`config.mk`:
```
export PLATFORM = sky130hd
export DESIGN_NAME = miss_cmd_select
export DESIGN_NICKNAME = d
export VERILOG_FILES = /design/src/rtl/miss_cmd_pkg.sv /design/src/rtl/miss_cmd_classify.sv /design/src/rtl/miss_cmd_rsp_map.sv /design/src/rtl/miss_cmd_out_reg.sv /design/src/rtl/miss_cmd_select.sv
export SDC_FILE = /design/constraint.sdc
export NUM_CORES = 1
export LEC_CHECK = 0
export BUFFER_PORTS_ARGS = -buffer_cell sky130_fd_sc_hd__buf_2
export CAP_MARGIN = 20
export CORE_MARGIN = 10
export CORE_UTILIZATION = 40
export DETAILED_ROUTE_END_ITERATION = 8
export PLACE_DENSITY = 0.71
export SETUP_SLACK_MARGIN = 0.02
export SLEW_MARGIN = 20
export SYNTH_ARGS = -nofsm -noshare
export SYNTH_HDL_FRONTEND = slang
export SYNTH_SLANG_ARGS = --single-unit
```
`constraint.sdc`:
```
create_clock -name clk -period 1.2 [get_ports clk]
set_input_delay 0 -clock clk [delete_from_list [all_inputs] [get_ports clk]]
set_output_delay 0 -clock clk [all_outputs]
set_load 0.1 [all_outputs]
```
`src/rtl/miss_cmd_pkg.sv`:
```
package miss_cmd_pkg;

  typedef enum logic [2:0] {
    K_READ    = 3'd0,
    K_WRITE   = 3'd1,
    K_READ_EX = 3'd2,
    K_WBACK   = 3'd3,
    K_UPGRADE = 3'd4,
    K_SWAP    = 3'd5
  } req_kind_e;

  typedef enum logic [1:0] {
    L_INVALID  = 2'd0,
    L_SHARED   = 2'd1,
    L_WRITABLE = 2'd2
  } line_state_e;

  typedef enum logic [2:0] {
    C_NONE    = 3'd0,
    C_READ    = 3'd1,
    C_READ_EX = 3'd2,
    C_UPGRADE = 3'd3,
    C_PASS    = 3'd4
  } bus_cmd_e;

  typedef enum logic [1:0] {
    RS_NONE    = 2'd0,
    RS_READ    = 2'd1,
    RS_READ_EX = 2'd2,
    RS_UPGRADE = 2'd3
  } rsp_kind_e;

  localparam int unsigned KIND_LAST = 5;

endpackage

```
`src/rtl/miss_cmd_classify.sv`:
```
module miss_cmd_classify
  import miss_cmd_pkg::*;
(
  input  logic [2:0] kind,
  input  logic       uncache,
  input  logic       excl,
  input  logic [1:0] state,
  output logic [2:0] cmd,
  output logic       err
);

  logic kind_ok;
  logic state_ok;
  logic line_valid;
  logic bypass_kind;

  assign kind_ok     = (kind <= 3'(KIND_LAST));
  assign state_ok    = (state != 2'd3);
  assign line_valid  = (state != 2'(L_INVALID));
  assign bypass_kind = (kind == 3'(K_WBACK)) || (kind == 3'(K_UPGRADE));

  always_comb begin
    cmd = 3'(C_NONE);
    err = 1'b0;
    if (!kind_ok || !state_ok) begin
      err = 1'b1;
    end else if (uncache) begin
      if (line_valid) err = 1'b1;
      else            cmd = 3'(C_PASS);
    end else if (line_valid) begin
      if (excl && state == 2'(L_SHARED)) cmd = 3'(C_UPGRADE);
      else                               err = 1'b1;
    end else if (bypass_kind) begin
      cmd = 3'(C_PASS);
    end else begin
      cmd = excl ? 3'(C_READ_EX) : 3'(C_READ);
    end
  end

endmodule

```
`src/rtl/miss_cmd_rsp_map.sv`:
```
module miss_cmd_rsp_map
  import miss_cmd_pkg::*;
(
  input  logic [2:0] cmd,
  output logic [1:0] rsp,
  output logic       fill
);

  always_comb begin
    unique case (cmd)
      3'(C_READ):    rsp = 2'(RS_READ);
      3'(C_READ_EX): rsp = 2'(RS_READ_EX);
      3'(C_UPGRADE): rsp = 2'(RS_UPGRADE);
      default:       rsp = 2'(RS_NONE);
    endcase
  end

  assign fill = (cmd == 3'(C_READ)) || (cmd == 3'(C_READ_EX)) ||
                (cmd == 3'(C_UPGRADE));

endmodule

```
`src/rtl/miss_cmd_out_reg.sv`:
```
module miss_cmd_out_reg #(
  parameter int unsigned WIDTH = 8
) (
  input  logic             clk,
  input  logic             rst,
  input  logic             load,
  input  logic [WIDTH-1:0] d,
  output logic             valid,
  output logic [WIDTH-1:0] q
);

  always_ff @(posedge clk) begin
    if (rst) begin
      valid <= 1'b0;
      q     <= '0;
    end else begin
      valid <= load;
      if (load) q <= d;
    end
  end

  p_valid_follow_r2: assert property (@(posedge clk) disable iff (rst)
    load |=> valid);
  p_valid_drop_r2: assert property (@(posedge clk) disable iff (rst)
    !load |=> (!valid && $stable(q)));

endmodule

```
`src/rtl/miss_cmd_select.sv`:
```
module miss_cmd_select
  import miss_cmd_pkg::*;
#(
  parameter int unsigned BLOCK_BYTES = 64,
  localparam int unsigned LEN_W = $clog2(BLOCK_BYTES + 1)
) (
  input  logic             clk,
  input  logic             rst,
  input  logic             in_valid,
  input  logic [2:0]       in_kind,
  input  logic             in_uncache,
  input  logic             in_excl,
  input  logic [1:0]       in_state,
  input  logic [LEN_W-1:0] in_bytes,
  output logic             out_valid,
  output logic [2:0]       out_cmd,
  output logic             out_fill,
  output logic [LEN_W-1:0] out_len,
  output logic [1:0]       out_rsp,
  output logic             out_err
);

  localparam int unsigned PACK_W = 3 + 1 + LEN_W + 2 + 1;

  logic [2:0]       dec_cmd;
  logic             dec_err;
  logic [1:0]       dec_rsp;
  logic             dec_fill;
  logic [LEN_W-1:0] dec_len;
  logic [PACK_W-1:0] pack_d;
  logic [PACK_W-1:0] pack_q;

  miss_cmd_classify u_classify (
    .kind    (in_kind),
    .uncache (in_uncache),
    .excl    (in_excl),
    .state   (in_state),
    .cmd     (dec_cmd),
    .err     (dec_err)
  );

  miss_cmd_rsp_map u_rsp (
    .cmd  (dec_cmd),
    .rsp  (dec_rsp),
    .fill (dec_fill)
  );

  always_comb begin
    if (dec_fill)                   dec_len = LEN_W'(BLOCK_BYTES);
    else if (dec_cmd == 3'(C_PASS)) dec_len = in_bytes;
    else                            dec_len = '0;
  end

  assign pack_d = {dec_cmd, dec_fill, dec_len, dec_rsp, dec_err};

  miss_cmd_out_reg #(.WIDTH(PACK_W)) u_out (
    .clk   (clk),
    .rst   (rst),
    .load  (in_valid),
    .d     (pack_d),
    .valid (out_valid),
    .q     (pack_q)
  );

  assign {out_cmd, out_fill, out_len, out_rsp, out_err} = pack_q;

  p_fill_len_r10: assert property (@(posedge clk) disable iff (rst)
    (out_valid && out_fill) |-> (out_len == LEN_W'(BLOCK_BYTES)));
  p_err_quiet_r12: assert property (@(posedge clk) disable iff (rst)
    (out_valid && out_err) |-> (out_cmd == 3'(C_NONE) && !out_fill &&
                                out_rsp == 2'(RS_NONE) && out_len == '0));
  p_upg_src_r6: assert property (@(posedge clk) disable iff (rst)
    (out_valid && out_cmd == 3'(C_UPGRADE)) |->
      ($past(in_state) == 2'(L_SHARED) && $past(in_excl) && !$past(in_uncache)));
  p_pass_nofill_r5: assert property (@(posedge clk) disable iff (rst)
    (out_valid && out_cmd == 3'(C_PASS)) |->
      (!out_fill && $past(in_state) == 2'(L_INVALID)));
  p_rsp_match_r8: assert property (@(posedge clk) disable iff (rst)
    (out_valid && out_cmd == 3'(C_READ_EX)) |-> (out_rsp == 2'(RS_READ_EX) && $past(in_excl)));

endmodule

```
==> flow_metrics.env, run 1 <==
export IMPL_multi_input_area_um2=320
export IMPL_endpoint_kind="output port"
export IMPL_grt_pass1_wl_um=2860
export IMPL_power_total_mw=1.06
export IMPL_drc_errors=0
export IMPL_yosysWarnings=0
export IMPL_slew_viol_final=0
export IMPL_cts_root_buf="clkbuf_4"
export IMPL_first_pass_iters=4
export IMPL_post_cts_buffers=0
export IMPL_arrival_ns=1.04
export IMPL_io_pins=32
export IMPL_syn_to_final_growth_pct=40.8
export IMPL_power_per_cell_area_mw_per_mm2=1170
export IMPL_tightest_slew_ns=0.494
export IMPL_synth_top_family_by_area="simple AND/OR/NAND/NOR gates"
export IMPL_worstPathRequired_ns=1.20
export IMPL_drive_above_1_share_pct=51.4
export IMPL_outcome="finished, final reports clean"
export IMPL_r2r_start="u_out.q[9]"
export IMPL_setup_viol=0
export IMPL_hp_class="in2reg"
export IMPL_netlist_area_um2=644
export IMPL_synth_top_area_cell="dfxtp_1"
export IMPL_worstPathCellList="buf_2"
export IMPL_antenna_found_initial=0
export IMPL_regArea_um2=318
export IMPL_viasPerCell=5.11
export IMPL_vias=618
export IMPL_worst_path_buf_inv=1
export IMPL_die_area_mm2=0.00362
export IMPL_synthDominantCellAreaShare_pct=46.6
export IMPL_die_h_um=60.1
export IMPL_fin_crit_sh_pct=86.7
export IMPL_final_hold_violation_count=0
export IMPL_num_antenna_cells=0
export IMPL_clk_latency_ns=0.28
export IMPL_numClockSinks=15
export IMPL_drt_total_wl_um=1710
export IMPL_num_nets_final=123
export IMPL_grt_usage_pct=9.86
export IMPL_synthDistinctLibCells=20
export IMPL_holdWs_ns=0.00360
export IMPL_muxShareOfSynthArea_pct=3.88
export IMPL_min_period_ns=1.04
export IMPL_ys_top_cells_by_area="dfxtp_1 (47%), nand2b_1 (11%), a21oi_1 (8.5%), a21oi_4 (5.0%), nand3_1 (4.7%)"
export IMPL_portBuffers=31
export IMPL_core_mm2=0.00151
export IMPL_rsz0062_at_grt="no"
export IMPL_initial_core_util_pct=42.8
export IMPL_ys_seq_area_share_pct=46.6
export IMPL_synth_seq_cells=15
export IMPL_critPathKind="reg2out"
export IMPL_maxCapViolations=0
export IMPL_synthAdderAreaFrac_pct=0
export IMPL_worstRegToRegCells=2
export IMPL_fp_row_count=14
export IMPL_cts_tree="yes"
export IMPL_grt_overflow=0
export IMPL_synth_area_per_cell_um2=9.48
export IMPL_crit_path_max_fanout=2
export IMPL_fin_worst_skew_ns=0
export IMPL_fill_cells=147
export IMPL_hold_end="u_out.q[9]"
export IMPL_peakVddDrop_mv=0.695
export IMPL_cp_top_family="buffers and inverters"
export IMPL_fmax_mhz=962
export IMPL_cts_buffer_depth=2
export IMPL_clk_pin_slew_ns=0.09
export IMPL_slowest_stage="buf_2"
export IMPL_wl_per_cell_um=14.2
export IMPL_syn_inst=68
export IMPL_reg2reg_to="u_out.q[9]"
export IMPL_p_leak_nw=0.397
export IMPL_timing_slew_headroom_pct=67.3
export IMPL_yosys_area_share_simple_pct=23.7
export IMPL_cts_max_level=1
export IMPL_grt_max_degree=27
export IMPL_synth_compound_area_share_pct=20.8
export IMPL_worstHoldStart="in_bytes[6]"
export IMPL_drt_iter0_drc=4
export IMPL_cts_buffers=3
export IMPL_reg2reg_slack_ns=0.50
export IMPL_die_w_um=60.1
export IMPL_yosys_area_share_xor_xnor_pct=1.36
export IMPL_first_global_vias=655
export IMPL_postRouteAntennaNets=0
export IMPL_tns_ns=0
export IMPL_crit_path_max_incr_delay_ns=0.42
export IMPL_place_congestion=0.715
export IMPL_hold_path_depth=3
export IMPL_start_kind="flip-flop"
export IMPL_place_hpwl_um=1270
export IMPL_synth_nets=85
-- sequential cells by signal (all words and copies together) (netlist names) --
name and count:
u_out.valid 1, u_out.q 14
-- worst min-delay path, cell delays in order --
cell	delay (ns)
buf_2	0.10
nand2_1	0.06
a311oi_2	0.09
-- through the flow --
step                      instances  utilization [%]  setup WS [ns]  area [µm²]
after floorplan                  68                -          0.150         662
after global placement          111             54.5          0.192         821
after detailed placement        111             54.5          0.170         821
after CTS                       121             60.2          0.157         907
after global routing            121             60.2          0.128         907
final                           121             60.2          0.160         907
-- repair_timing --
item | in CTS | in global routing
setup endpoints to repair | 0 | 0
hold endpoints to repair | 6 | 0
hold buffers | 6 | 0
resized for setup | 0 | 0
-- kinds of logic after synthesis --
logic type             Yosys count
AO/OA/AOI/OAI                   17
XOR/XNOR                         1
buffers and inverters            6
flip-flops                      15
multiplexers                     2
AND/OR/NAND/NOR                 27
-- cell usage in the layout, fill, tap and decap left out, drive strengths merged, types with 2 or more instances in the layout --
| cell | n |
|---|---|
| nand4 | 3 |
| dfxtp | 15 |
| nand3 | 7 |
| inv | 2 |
| buf | 31 |
| dlygate4sd3 | 6 |
| a311oi | 2 |
| nand2b | 11 |
| nor2 | 3 |
| a21oi | 13 |
| nand2 | 2 |
| clkbuf | 4 |
-- cell type report --
type / instances / share of cell area (%)
multi-input combinational: 47 / 35.3
inverter: 2 / 0.828
timing repair buffer: 37 / 23.7
sequential: 15 / 35.0
clock buffer: 4 / 2.90
tap: 16 / 2.21
-- worst max path at each step --
stage	from	end	slack [ns]	depth (start not counted)
after floorplan	u_out.q[9]	u_out.q[9]	0.15	2
after global placement	in_kind[0]	u_out.q[9]	0.19	5
after detailed placement	in_kind[0]	u_out.q[9]	0.17	5
after CTS	u_out.q[9]	out_len[6]	0.16	1
after global routing	u_out.q[2]	out_rsp[1]	0.13	1
final	u_out.q[9]	out_len[6]	0.16	1
-- report_power, final --
part / internal, mW / switching [mW] / leakage (nW)
Sequential: 0.514 / 0.00656 / 0.128
Clock: 0.129 / 0.159 / 0.0150
Combinational: 0.0743 / 0.175 / 0.253
Total: 0.717 / 0.340 / 0.397
-- per-layer routing --
layer / global-route usage (%) / vias to the layer above / part of all wire [%]
li1: - / 310 / -
met1: 10.0 / 288 / 41
met2: 17.5 / 18 / 50
met3: 5.08 / 2 / 9.2
met4: 1.92 / 0 / 0.29
met5: 0 / - / 0
-- Yosys cell counts (all sizes together) --
cell type,number
buf,1
a21oi,13
o211a,1
clkbuf,3
nand2b,11
mux2i,1
nand2,2
mux2,1
nand3,7
inv,2
xnor2,1
nor2b,1
nor2,3
o21ai,1
nand4,3
dfxtp,15
a311oi,2
(Power assumes the default switching activity.)
==> run 2: changes to the inputs <==
--- a/config.mk
+++ b/config.mk
@@ -5,12 +5,11 @@
 export SDC_FILE = /design/constraint.sdc
 export NUM_CORES = 1
 export LEC_CHECK = 0
-export BUFFER_PORTS_ARGS = -buffer_cell sky130_fd_sc_hd__buf_2
 export CAP_MARGIN = 20
 export CORE_MARGIN = 10
 export CORE_UTILIZATION = 40
 export DETAILED_ROUTE_END_ITERATION = 8
-export PLACE_DENSITY = 0.71
+export DONT_BUFFER_PORTS = 1
 export SETUP_SLACK_MARGIN = 0.02
 export SLEW_MARGIN = 20
 export SYNTH_ARGS = -nofsm -noshare
==> flow_metrics.env, run 2 (synthesized netlist as in run 1, its figures left out) <==
export IMPL_outcome="finished, final reports clean"
export IMPL_crit_path_max_fanout=8
export IMPL_timing_slew_headroom_pct=57.8
export IMPL_cts_buffer_depth=2
export IMPL_cp_startpoint="in_kind[0]"
export IMPL_final_common_cell="buf_4"
export IMPL_holdWs_ns=0.0815
export IMPL_die_h_um=60.1
export IMPL_peakVddDrop_mv=0.711
export IMPL_core_mm2=0.00151
export IMPL_slew_viol_final=0
export IMPL_top_regs="u_out.q (14), u_out.valid (1)"
export IMPL_cts_buffers=3
export IMPL_tns_ns=0
export IMPL_worstPathCellList="mux2_4 > o211a_4 > nand3_1 > dlygate4sd3_1 > a21oi_1"
export IMPL_hp_class="in2reg"
export IMPL_drt_iter0_drc=13
export IMPL_place_congestion=0.808
export IMPL_portBuffers=0
export IMPL_num_antenna_cells=0
export IMPL_maxCapViolations=0
export IMPL_start_kind="input port"
export IMPL_final_hold_violation_count=0
export IMPL_drc_errors=0
export IMPL_grt_usage_pct=9.81
export IMPL_rsz0062_at_grt="no"
export IMPL_fill_cells=136
export IMPL_grt_max_degree=21
export IMPL_grt_pass1_wl_um=2820
export IMPL_die_w_um=60.1
export IMPL_initial_core_util_pct=42.8
export IMPL_p_leak_nw=0.368
export IMPL_power_per_cell_area_mw_per_mm2=1090
export IMPL_cts_tree="yes"
export IMPL_grt_overflow=0
export IMPL_setup_viol=0
export IMPL_numClockSinks=15
export IMPL_fin_worst_skew_ns=0
export IMPL_drt_total_wl_um=1750
export IMPL_vias=583
export IMPL_viasPerCell=5.11
export IMPL_largest_register_ffs=14
export IMPL_first_pass_iters=4
export IMPL_worstPathRequired_ns=1.34
export IMPL_post_dp_cell_area_um2=778
export IMPL_slowest_stage="dlygate4sd3_1"
export IMPL_io_pins=32
export IMPL_fp_row_count=14
export IMPL_drive_above_1_share_pct=39.8
export IMPL_syn_to_final_growth_pct=49.1
export IMPL_critPathKind="in2reg"
export IMPL_clk_pin_slew_ns=0.09
export IMPL_place_hpwl_um=1130
export IMPL_fmax_mhz=880
export IMPL_fin_crit_sh_pct=94.7
export IMPL_num_nets_final=116
export IMPL_tightest_slew_ns=0.633
export IMPL_first_global_vias=587
export IMPL_postRouteAntennaNets=0
export IMPL_crit_path_max_incr_delay_ns=0.55
export IMPL_die_area_mm2=0.00362
export IMPL_cts_max_level=1
export IMPL_endpoint_kind="flip-flop"
export IMPL_worstHoldStart="in_state[1]"
export IMPL_power_total_mw=1.05
export IMPL_arrival_ns=1.27
export IMPL_largest_register="u_out.q"
export IMPL_wl_per_cell_um=15.3
export IMPL_clk_latency_ns=0.27
export IMPL_final_cell_mix="buf_4 (15), dlygate4sd3_1 (14), dfxtp_2 (14)"
export IMPL_min_period_ns=1.14
export IMPL_antenna_found_initial=0
export IMPL_r2r_start="u_out.q[0]"
export IMPL_final_area_um2=961
export IMPL_final_core_util_pct=63.8
export IMPL_cts_root_buf="clkbuf_4"
[run 2: layout make-up]
| type | instances | area [µm²] | area share [%] |
|---|---|---|---|
| Clock buffer | 4 | 26.3 | 2.73 |
| Inverter | 2 | 7.51 | 0.781 |
| Multi-Input combinational cell | 47 | 324 | 33.7 |
| Sequential cell | 15 | 318 | 33.1 |
| Tap cell | 16 | 20.0 | 2.08 |
| Timing Repair Buffer | 30 | 265 | 27.6 |
[run 2: through the flow]
step / instances / setup slack (ns)
3_5_place_dp: 95 / 0.300
3_3_place_gp: 95 / 0.316
5_1_grt: 114 / 0.0291
4_1_cts: 114 / 0.0273
2_1_floorplan: 68 / 0.150
6_report: 114 / 0.0633
[run 2: routing by layer]
metal	share of wire [%]	routed length, µm	global-route usage, %
met4	0.57	10	3.85
met5	0	0	0
met1	47	821	12.9
met2	44	766	13.7
met3	8.4	147	4.03
[run 2: path summary, 6_finish.rpt]
path                            slack [ns]  depth (start not counted)    endpoint
worst min register to register        0.47                          2  u_out.q[4]
worst max register to register        0.50                          2  u_out.q[0]
worst max-delay path                  0.06                          5  u_out.q[3]
worst min-delay path                  0.08                          4  u_out.q[6]
[run 2: worst max-delay path: cells and delay by family]
| kind | cells | cell delay, ns |
|---|---|---|
| muxes | 1 | 0.31 |
| and+or+nand+nor | 1 | 0.08 |
| AOI/OAI and AO/OA | 2 | 0.33 |
| buffers and inverters | 1 | 0.55 |
[run 2: what timing repair did]
| item | CTS | global route |
|---|---|---|
| hold buffers | 15 | 1 |
| endpoints found under the hold margin | 15 | 1 |
| resized for setup | 0 | 2 |
| setup endpoints to repair | 0 | 6 |
| buffers inserted | 0 | 0 |
[run 2: power by group]
group / switching (mW) / total (mW) / internal, mW
Clock: 0.153 / 0.282 / 0.129
Sequential: 0.00705 / 0.521 / 0.514
Combinational: 0.165 / 0.245 / 0.0797
